==> src/rtl/dac_ctrl_pkg.sv <==
package dac_ctrl_pkg;
  localparam int DATA_W = 13;
  localparam int OP_W   = 3;
  localparam int SUB_W  = 3;
  localparam int WORD_W = OP_W + DATA_W;

  typedef enum logic [OP_W-1:0] {
    OP_EXT      = 3'b000,
    OP_STAGE_A  = 3'b001,
    OP_STAGE_A_GO = 3'b010,
    OP_LIVE_BOTH = 3'b011,
    OP_GO_BOTH  = 3'b100,
    OP_STAGE_B  = 3'b101,
    OP_STAGE_B_GO = 3'b110,
    OP_SLEEP_BOTH = 3'b111
  } op_e;

  typedef enum logic [SUB_W-1:0] {
    SUB_NOP     = 3'b000,
    SUB_GO_A    = 3'b001,
    SUB_PIN_LO  = 3'b010,
    SUB_PIN_HI  = 3'b011,
    SUB_EDGE    = 3'b100,
    SUB_GO_B    = 3'b101,
    SUB_SLEEP_A = 3'b110,
    SUB_SLEEP_B = 3'b111
  } sub_e;
endpackage

==> src/rtl/dac_in_sync.sv <==
module dac_in_sync #(
  parameter int           W      = 3,
  parameter int           STAGES = 2,
  parameter logic [W-1:0] IDLE   = '0
) (
  input  logic         clk,
  input  logic         rst,
  input  logic [W-1:0] d,
  output logic [W-1:0] lvl,
  output logic [W-1:0] prev
);
  logic [STAGES-1:0][W-1:0] stg;

  always_ff @(posedge clk) begin
    if (rst) begin
      for (int i = 0; i < STAGES; i++) stg[i] <= IDLE;
      prev <= IDLE;
    end else begin
      stg[0] <= d;
      for (int i = 1; i < STAGES; i++) stg[i] <= stg[i-1];
      prev <= stg[STAGES-1];
    end
  end

  assign lvl = stg[STAGES-1];
endmodule

==> src/rtl/dac_shift_port.sv <==
module dac_shift_port #(
  parameter int WORD_W = 16
) (
  input  logic              clk,
  input  logic              rst,
  input  logic              cs_act,
  input  logic              cs_rise,
  input  logic              bit_rise,
  input  logic              bit_fall,
  input  logic              bit_in,
  input  logic              edge_mode,
  output logic [WORD_W-1:0] word,
  output logic              exec_en,
  output logic              dout
);
  localparam int CNT_W = $clog2(WORD_W + 1);
  localparam logic [CNT_W-1:0] FULL = CNT_W'(WORD_W);

  logic [CNT_W-1:0] cnt;

  always_ff @(posedge clk) begin
    if (rst) begin
      word    <= '0;
      cnt     <= '0;
      exec_en <= 1'b0;
      dout    <= 1'b0;
    end else begin
      exec_en <= cs_rise && (cnt == FULL);
      if (!cs_act) begin
        cnt <= '0;
      end else begin
        if (bit_rise) begin
          word <= {word[WORD_W-2:0], bit_in};
          if (cnt != FULL) cnt <= cnt + 1'b1;
          if (edge_mode) dout <= word[WORD_W-1];
        end
        if (bit_fall && !edge_mode) dout <= word[WORD_W-1];
      end
    end
  end
endmodule

==> src/rtl/dac_cmd_exec.sv <==
module dac_cmd_exec
  import dac_ctrl_pkg::*;
(
  input  logic              clk,
  input  logic              rst,
  input  logic              clr_hold,
  input  logic              exec_en,
  input  logic [WORD_W-1:0] word,
  input  logic              pd_allow,
  output logic [DATA_W-1:0] code_a,
  output logic [DATA_W-1:0] code_b,
  output logic              sd_a,
  output logic              sd_b,
  output logic              user_out,
  output logic              edge_mode
);
  logic [DATA_W-1:0] stage_a, stage_b;
  logic [DATA_W-1:0] n_stage_a, n_stage_b, n_code_a, n_code_b;
  logic              n_sd_a, n_sd_b, n_user, n_edge;
  logic [DATA_W-1:0] data;
  op_e               op;
  sub_e              sub;

  assign data = word[DATA_W-1:0];
  assign op   = op_e'(word[WORD_W-1 -: OP_W]);
  assign sub  = sub_e'(word[DATA_W-1 -: SUB_W]);

  always_comb begin
    n_stage_a = stage_a;
    n_stage_b = stage_b;
    n_code_a  = code_a;
    n_code_b  = code_b;
    n_sd_a    = sd_a;
    n_sd_b    = sd_b;
    n_user    = user_out;
    n_edge    = edge_mode;
    if (exec_en) begin
      case (op)
        OP_STAGE_A: n_stage_a = data;
        OP_STAGE_B: n_stage_b = data;
        OP_STAGE_A_GO: begin
          n_stage_a = data;
          n_code_a  = data;
          n_code_b  = stage_b;
          n_sd_a    = 1'b0;
          n_sd_b    = 1'b0;
        end
        OP_STAGE_B_GO: begin
          n_stage_b = data;
          n_code_b  = data;
          n_code_a  = stage_a;
          n_sd_a    = 1'b0;
          n_sd_b    = 1'b0;
        end
        OP_LIVE_BOTH: begin
          n_code_a = data;
          n_code_b = data;
          n_sd_a   = 1'b0;
          n_sd_b   = 1'b0;
        end
        OP_GO_BOTH: begin
          n_code_a = stage_a;
          n_code_b = stage_b;
          n_sd_a   = 1'b0;
          n_sd_b   = 1'b0;
        end
        OP_SLEEP_BOTH: begin
          if (pd_allow) begin
            n_sd_a = 1'b1;
            n_sd_b = 1'b1;
          end
        end
        default: begin
          case (sub)
            SUB_GO_A: begin
              n_code_a = stage_a;
              n_sd_a   = 1'b0;
            end
            SUB_GO_B: begin
              n_code_b = stage_b;
              n_sd_b   = 1'b0;
            end
            SUB_SLEEP_A: if (pd_allow) n_sd_a = 1'b1;
            SUB_SLEEP_B: if (pd_allow) n_sd_b = 1'b1;
            SUB_PIN_LO:  n_user = 1'b0;
            SUB_PIN_HI:  n_user = 1'b1;
            SUB_EDGE:    n_edge = word[DATA_W-SUB_W-1];
            default: ;
          endcase
        end
      endcase
    end
  end

  always_ff @(posedge clk or posedge clr_hold) begin
    if (clr_hold) begin
      stage_a <= '0;
      stage_b <= '0;
      code_a  <= '0;
      code_b  <= '0;
    end else if (rst) begin
      stage_a <= '0;
      stage_b <= '0;
      code_a  <= '0;
      code_b  <= '0;
    end else begin
      stage_a <= n_stage_a;
      stage_b <= n_stage_b;
      code_a  <= n_code_a;
      code_b  <= n_code_b;
    end
  end

  always_ff @(posedge clk) begin
    if (rst) begin
      sd_a      <= 1'b0;
      sd_b      <= 1'b0;
      user_out  <= 1'b0;
      edge_mode <= 1'b0;
    end else begin
      sd_a      <= n_sd_a;
      sd_b      <= n_sd_b;
      user_out  <= n_user;
      edge_mode <= n_edge;
    end
  end
endmodule

==> src/rtl/dual_dac_ctrl.sv <==
module dual_dac_ctrl
  import dac_ctrl_pkg::*;
#(
  parameter int SYNC_STAGES = 2
) (
  input  logic              clk,
  input  logic              rst,
  input  logic              clr_n,
  input  logic              sclk,
  input  logic              cs_n,
  input  logic              din,
  input  logic              pd_allow,
  output logic              dout,
  output logic              user_out,
  output logic [DATA_W-1:0] code_a,
  output logic [DATA_W-1:0] code_b,
  output logic              sd_a,
  output logic              sd_b
);
  // line order in the synchroniser: {din, cs_n, sclk}
  localparam logic [2:0] LINE_IDLE = 3'b010;

  logic [2:0]        line_lvl, line_prev;
  logic              sclk_rise, sclk_fall, cs_rise, cs_act;
  logic              unused_din_prev;
  logic [WORD_W-1:0] word;
  logic              exec_en, edge_mode;
  logic [1:0]        clr_q;
  logic              clr_hold;

  dac_in_sync #(
    .W      (3),
    .STAGES (SYNC_STAGES),
    .IDLE   (LINE_IDLE)
  ) u_sync (
    .clk  (clk),
    .rst  (rst),
    .d    ({din, cs_n, sclk}),
    .lvl  (line_lvl),
    .prev (line_prev)
  );

  assign sclk_rise       = line_lvl[0] & ~line_prev[0];
  assign sclk_fall       = ~line_lvl[0] & line_prev[0];
  assign cs_rise         = line_lvl[1] & ~line_prev[1];
  assign cs_act          = ~line_lvl[1];
  assign unused_din_prev = line_prev[2];

  dac_shift_port #(.WORD_W(WORD_W)) u_port (
    .clk       (clk),
    .rst       (rst),
    .cs_act    (cs_act),
    .cs_rise   (cs_rise),
    .bit_rise  (sclk_rise),
    .bit_fall  (sclk_fall),
    .bit_in    (line_lvl[2]),
    .edge_mode (edge_mode),
    .word      (word),
    .exec_en   (exec_en),
    .dout      (dout)
  );

  // clear: asserted at once, released after two clock edges
  always_ff @(posedge clk or negedge clr_n) begin
    if (!clr_n) clr_q <= 2'b11;
    else        clr_q <= {clr_q[0], 1'b0};
  end
  assign clr_hold = clr_q[1];

  dac_cmd_exec u_exec (
    .clk       (clk),
    .rst       (rst),
    .clr_hold  (clr_hold),
    .exec_en   (exec_en),
    .word      (word),
    .pd_allow  (pd_allow),
    .code_a    (code_a),
    .code_b    (code_b),
    .sd_a      (sd_a),
    .sd_b      (sd_b),
    .user_out  (user_out),
    .edge_mode (edge_mode)
  );
endmodule

==> config.mk <==
export PLATFORM = sky130hd
export DESIGN_NAME = dual_dac_ctrl
export DESIGN_NICKNAME = d
export VERILOG_FILES = /design/src/rtl/dac_ctrl_pkg.sv /design/src/rtl/dac_in_sync.sv /design/src/rtl/dac_shift_port.sv /design/src/rtl/dac_cmd_exec.sv /design/src/rtl/dual_dac_ctrl.sv
export SDC_FILE = /design/constraint.sdc
export NUM_CORES = 1
export LEC_CHECK = 0
export ABC_AREA = 1
export BUFFER_PORTS_ARGS = -buffer_cell sky130_fd_sc_hd__buf_2
export CAP_MARGIN = 0
export CORE_ASPECT_RATIO = 0.6
export CORE_MARGIN = 2
export CORE_UTILIZATION = 35
export DETAILED_ROUTE_END_ITERATION = 6
export PLACE_DENSITY = 0.57
export REMOVE_ABC_BUFFERS = 1
export SETUP_SLACK_MARGIN = 0.4
export SLEW_MARGIN = 5
export SYNTH_ARGS = -nofsm -noshare
export SYNTH_HDL_FRONTEND = slang
export SYNTH_HIERARCHICAL = 1
export SYNTH_SLANG_ARGS = --single-unit
export TNS_END_PERCENT = 100
==> constraint.sdc <==
create_clock -name clk -period 3.55 [get_ports clk]
set_clock_uncertainty 0.1 [all_clocks]
set_input_delay 0.355 -clock clk [delete_from_list [all_inputs] [get_ports clk]]
set_output_delay 0.355 -clock clk [all_outputs]
set_load 0.03 [all_outputs]
==> results.cfg, run 1 <==
[placement]
gp_congestion = 0.808
dp_hpwl_mm = 6.05
dp.cells = 701
portBuffers = 36

[drt]
wl_per_cell_microns = 12.1
vias_per_cell = 4.55
num_vias = 3268
antenna_left = 0
drt_first_pass_iters = 4
drtIter0Drc = 141
drcViolationCount = 0
routed_wirelength_mm = 8.67

[clocking]
clock_latency_ns = 0.35
clk_path_buf_depth = 2
postCtsSetupBuffers = 0
htree_levels = 3
path_clk_slew_ns = 0.07
cts_buffers = 9
clock_sinks = 89
holdBufCountCts = 1
cts_tree = built
root_buffer = clkbuf_16
post_cts_resized = 0

[setup_path]
critPathArrivalTime_ns = 1.93
critPathLaunch = u_port/word[14]$_SDFFE_PP0P_
endpoint_kind = register
worstSetupPathType = reg -> reg
worstPathRequired_ns = 3.68
reg2reg_depth = 7
r2r-end = u_exec/stage_b[3]$_DFFE_PP0P_
crit_fanout = 14
reg2reg_from = u_port/word[14]$_SDFFE_PP0P_
r2r_slack_ns = 1.75
crit_path_start_kind = register

[power_and_ir_drop]
ir_drop_mv = 0.216
p_per_area_mw_per_mm2 = 463
leakage_nw = 2.19

[grt]
overflow = 0
grt_usage_pct = 15.4
grt_pass1_wl_mm = 15.2
grt_max_degree = 42
grt_pass1_vias = 3139
antenna_found_initial = 0

[cells_and_area]
layout-drive-gt1-share_pct = 17.7
fillers = 1192
finish.net_count = 562
final_cells = 718
n_antenna_cell = 0
areaGrowthSynthToFinish_pct = 12.2

[die]
coreArea_sq_mm = 0.0114
initial_core_util_pct = 36.3
die_y_microns = 88.5
num_io_pins = 37
chipWidth_microns = 145
dieArea_sq_mm = 0.0128
fp-row-count = 30

[min_path]
hp-class = in -> reg
min_to = u_sync/stg[1]$_SDFF_PP1_
hp-start = cs_n
holdPathStages = 3

[timing]
hold_viol_final = 0
setup_viol = 0
rsz0062_at_grt = false
relSlewSlack_pct = 42.9
tns_ns = 0
fin_crit_sh_pct = 50.8
slew_viol_final = 0
worst_pin_slew_ns = 0.856
fmax_mhz = 555
fin_crit_ns = 1.80

[synthesis]
syn_area_sq_mm = 0.00416
synth.avg_cell_area_sq_um = 7.88
yosys_warnings = 6
synthCells = 528

[status]
status = complete, no violations

[flow_run]
drv_cap = 0
==> flip-flops by register name, summed over array words and instances (netlist names) <==
signal,count
clr_q,2
u_exec/code_a,13
u_exec/code_b,13
u_exec/edge_mode,1
u_exec/sd_a,1
u_exec/sd_b,1
u_exec/stage_a,13
u_exec/stage_b,13
u_exec/user_out,1
u_port/cnt,5
u_port/dout,1
u_port/exec_en,1
u_port/word,16
u_sync/lvl,3
u_sync/prev,2
u_sync/stg,3
==> cell type report <==
cell class              instances  area [sq um]  share of cell area, %
well taps                     160           200                   4.29
flip-flops and latches         89          2050                   44.0
repair buffers                 39           205                   4.39
clock buffers                  12           278                   5.95
inverters                      63           246                   5.28
clock inverters                 4          53.8                   1.15
multi-input cells             351          1630                   34.9
==> through the flow <==
stage	area [sq um]	power, mW	utilization, %	hold slack, ns	worst slack, ns
finish	4670	2.16	40.8	0.0930	1.75
global route	4670	2.26	40.8	0.0957	1.54
CTS	4670	2.20	40.8	0.0823	1.76
detailed placement	4330	1.15	37.8	0.210	1.64
global placement	4330	1.15	37.8	0.203	1.70
floorplan	3930	1.12	-	0.107	1.85
==> power breakdown <==
group          total (mW)  leakage (nW)  internal (mW)  switching (mW)
sequential           1.03          1.03           1.02         0.00758
combinational       0.102         0.997         0.0232          0.0784
clock                1.03         0.165          0.631           0.401
total                2.16          2.19           1.68           0.487
==> routing by layer <==
layer	vias to the layer above	GRT usage, %	share of wire, %
li1	1695	-	-
met4	0	5.21	0.42
met2	57	23.5	43
met1	1514	21.2	52
met5	-	0	0
met3	2	4.38	4.3
==> worst max path at each step <==
| stage | end | depth (start not counted) |
|---|---|---|
| after floorplan | u_exec/code_a[0]$_DFFE_PP0P_ | 1 |
| after detailed placement | u_exec/stage_a[4]$_DFFE_PP0P_ | 5 |
| after CTS | u_exec/stage_b[0]$_DFFE_PP0P_ | 7 |
| after global routing | u_exec/stage_b[6]$_DFFE_PP0P_ | 6 |
| after global placement | u_exec/stage_a[2]$_DFFE_PP0P_ | 5 |
| final | u_exec/stage_b[3]$_DFFE_PP0P_ | 7 |
==> worst max-delay path, cell delays in order, from the launching register on <==
cell and delay, ns:
dfxtp_1 0.48, inv_2 0.10, nand2_2 0.07, nand2_1 0.07, nand3_2 0.24, nand2_1 0.38, nand2_1 0.17, nand2_1 0.06
==> placed cells by master, fill, tap and decap left out, types with 2 or more instances in the layout <==
cell / n
dfrtp_1: 52
inv_2: 8
dfxtp_1: 35
nand2_1: 146
nand3_1: 28
buf_2: 36
nor2_1: 68
buf_4: 2
a21oi_1: 18
nand3_2: 3
clkbuf_16: 10
nand2_2: 6
dfstp_2: 2
o21ai_0: 26
o21ai_2: 19
inv_4: 2
clkbuf_8: 2
nand2_4: 3
inv_1: 53
nand4_1: 2
o21ai_1: 25
ha_1: 2
Note: power is estimated with default switching activity, not from simulation.
==> run 2: changes to the inputs <==
--- a/config.mk
+++ b/config.mk
@@ -12,7 +12,7 @@
 export CORE_MARGIN = 2
 export CORE_UTILIZATION = 35
 export DETAILED_ROUTE_END_ITERATION = 6
-export PLACE_DENSITY = 0.57
+export PLACE_DENSITY = 0.58
 export REMOVE_ABC_BUFFERS = 1
 export SETUP_SLACK_MARGIN = 0.4
 export SLEW_MARGIN = 5
==> constraint.sdc (replaced) <==
create_clock -name clk -period 1.6 [get_ports clk]
set_clock_uncertainty 0.1 [all_clocks]
set_input_delay 0.16 -clock clk [delete_from_list [all_inputs] [get_ports clk]]
set_output_delay 0.16 -clock clk [all_outputs]
set_load 0.03 [all_outputs]
==> run 2 against run 1 <==
  * Total power grew 130%
  * Highest routed layer unchanged
  * Sequential power grew 120%
  * Critical path depth stayed put
  * First-iteration DRC count rose by 120%
  * Largest cell class is now multi-input combinational cells
  * Clock power increased by 110%
  * Global-route usage grew 3.0 points
  * Die area is the same
  * Sequential share of layout area shrank 8.1 points
==> results.cfg, run 2 (same netlist as run 1, synthesis figures left out) <==
[clocking]
htree_levels = 3
clock_latency_ns = 0.35
cts_buffers = 9
clk_path_buf_depth = 2
root_buffer = clkbuf_16
clock_sinks = 89
path_clk_slew_ns = 0.06
cts_tree = built

[setup_path]
crit_path_start_kind = register
critPathArrivalTime_ns = 1.55
endpoint_kind = register
reg2reg_from = u_port/word[15]$_SDFFE_PP0P_
crit_fanout = 7
worstSetupPathType = reg -> reg
critPathLaunch = u_port/word[15]$_SDFFE_PP0P_
worstPathRequired_ns = 1.77

[cells_and_area]
largest_register_ffs = 16
layout-drive-gt1-share_pct = 37.5
final_cell_mix = nand2_1, nor2_1, dfrtp_1
finish.net_count = 614
finish.instance_area_sq_mm = 0.00579
areaGrowthSynthToFinish_pct = 39.0
top_register = u_port/word
layout_commonest_cell = nand2_1
final_util_pct = 50.5
n_antenna_cell = 0

[die]
initial_core_util_pct = 36.3
num_io_pins = 37
die_y_microns = 88.5
coreArea_sq_mm = 0.0114
dieArea_sq_mm = 0.0128
fp-row-count = 30
chipWidth_microns = 145

[grt]
grt_pass1_wl_mm = 17.9
grt_max_degree = 36
grt_pass1_vias = 3504
grt_usage_pct = 18.4
antenna_found_initial = 0
overflow = 0

[drt]
drt_first_pass_iters = 5
antenna_left = 0
vias_per_cell = 4.96
routed_wirelength_mm = 12.5
wl_per_cell_microns = 16.2
drtIter0Drc = 308
num_vias = 3820
drcViolationCount = 0

[timing]
tns_ns = 0
setup_viol = 0
fmax_mhz = 725
slew_viol_final = 0
setup_slack_ns = 0.220
rsz0062_at_grt = true
fin_crit_ns = 1.38
hold_viol_final = 0
fin_crit_sh_pct = 86.2

[placement]
place_ws_ns = 0.0172
dp_hpwl_mm = 6.43
place_area_sq_mm = 0.00441
portBuffers = 36
gp_congestion = 0.801

[min_path]
hp-class = in -> reg
hp-start = pd_allow

[power_and_ir_drop]
leakage_nw = 2.55
ir_drop_mv = 0.444
p_per_area_mw_per_mm2 = 848

[flow_run]
drv_cap = 0

[status]
status = complete, no violations
[run 2: worst paths after layout]
path | to | slack, ns | depth (start not counted)
setup / recovery | u_exec/code_a[2]$_DFFE_PP0P_ | 0.22 | 7
hold / removal | u_exec/sd_a$_SDFFE_PP0P_ | 0.008 | 3
setup reg to reg | u_exec/code_a[2]$_DFFE_PP0P_ | 0.22 | 7
hold reg to reg | u_exec/stage_a[4]$_DFFE_PP0P_ | 0.16 | 1
max in group asynchronous | u_exec/code_b[11]$_DFFE_PP0P_ | 0.76 | 2
min in group asynchronous | u_exec/stage_a[4]$_DFFE_PP0P_ | 0.16 | 1
[run 2: report_power, final]
group	switching (mW)	internal (mW)	total (mW)
clock	0.886	1.30	2.19
combinational	0.284	0.157	0.441
sequential	0.0209	2.26	2.28
[run 2: area by class of cell]
type	count	area [sq um]
clock buffer	12	256
clock inverter	4	52.6
fill	1075	5660
inverter	63	268
multi-input combinational	360	2190
sequential	89	2080
tap	160	200
timing repair buffer	80	727
timing repair inverter	2	20.0
[run 2: timing repair]
| action | 4_1_cts | 5_1_grt |
|---|---|---|
| hold endpoints to repair | 5 | 0 |
| setup endpoints to repair | 78 | 82 |
| resized for setup | 92 | 74 |
| buffers inserted | 16 | 11 |
| gates cloned | 7 | 7 |
| hold buffers | 4 | 0 |
| pin swaps | 17 | 22 |
[run 2: layer usage]
metal	wire (microns)	vias up	global-route usage, %
met5	0	-	0
met4	125	0	4.24
met3	846	15	4.33
met2	5420	120	27.9
met1	6090	1857	26.9
li1	-	1828	-
[run 2: per-stage QoR]
step	std cells	hold WS (ns)	power [mW]
after floorplan	503	-0.0878	2.48
after global placement	709	0.0141	2.57
after detailed placement	709	0.0156	2.58
after CTS	752	0.00715	4.84
after global routing	770	0.0271	5.06
final	770	0.00761	4.91
[run 2: worst max-delay path, cell delays in order (launching register included)]
cell and delay [ns]:
dfxtp_4 0.40, inv_6 0.09, nand2_4 0.07, nand2_8 0.08, nand3_4 0.20, nand2_4 0.22
nand2_1 0.09, o21ai_2 0.06
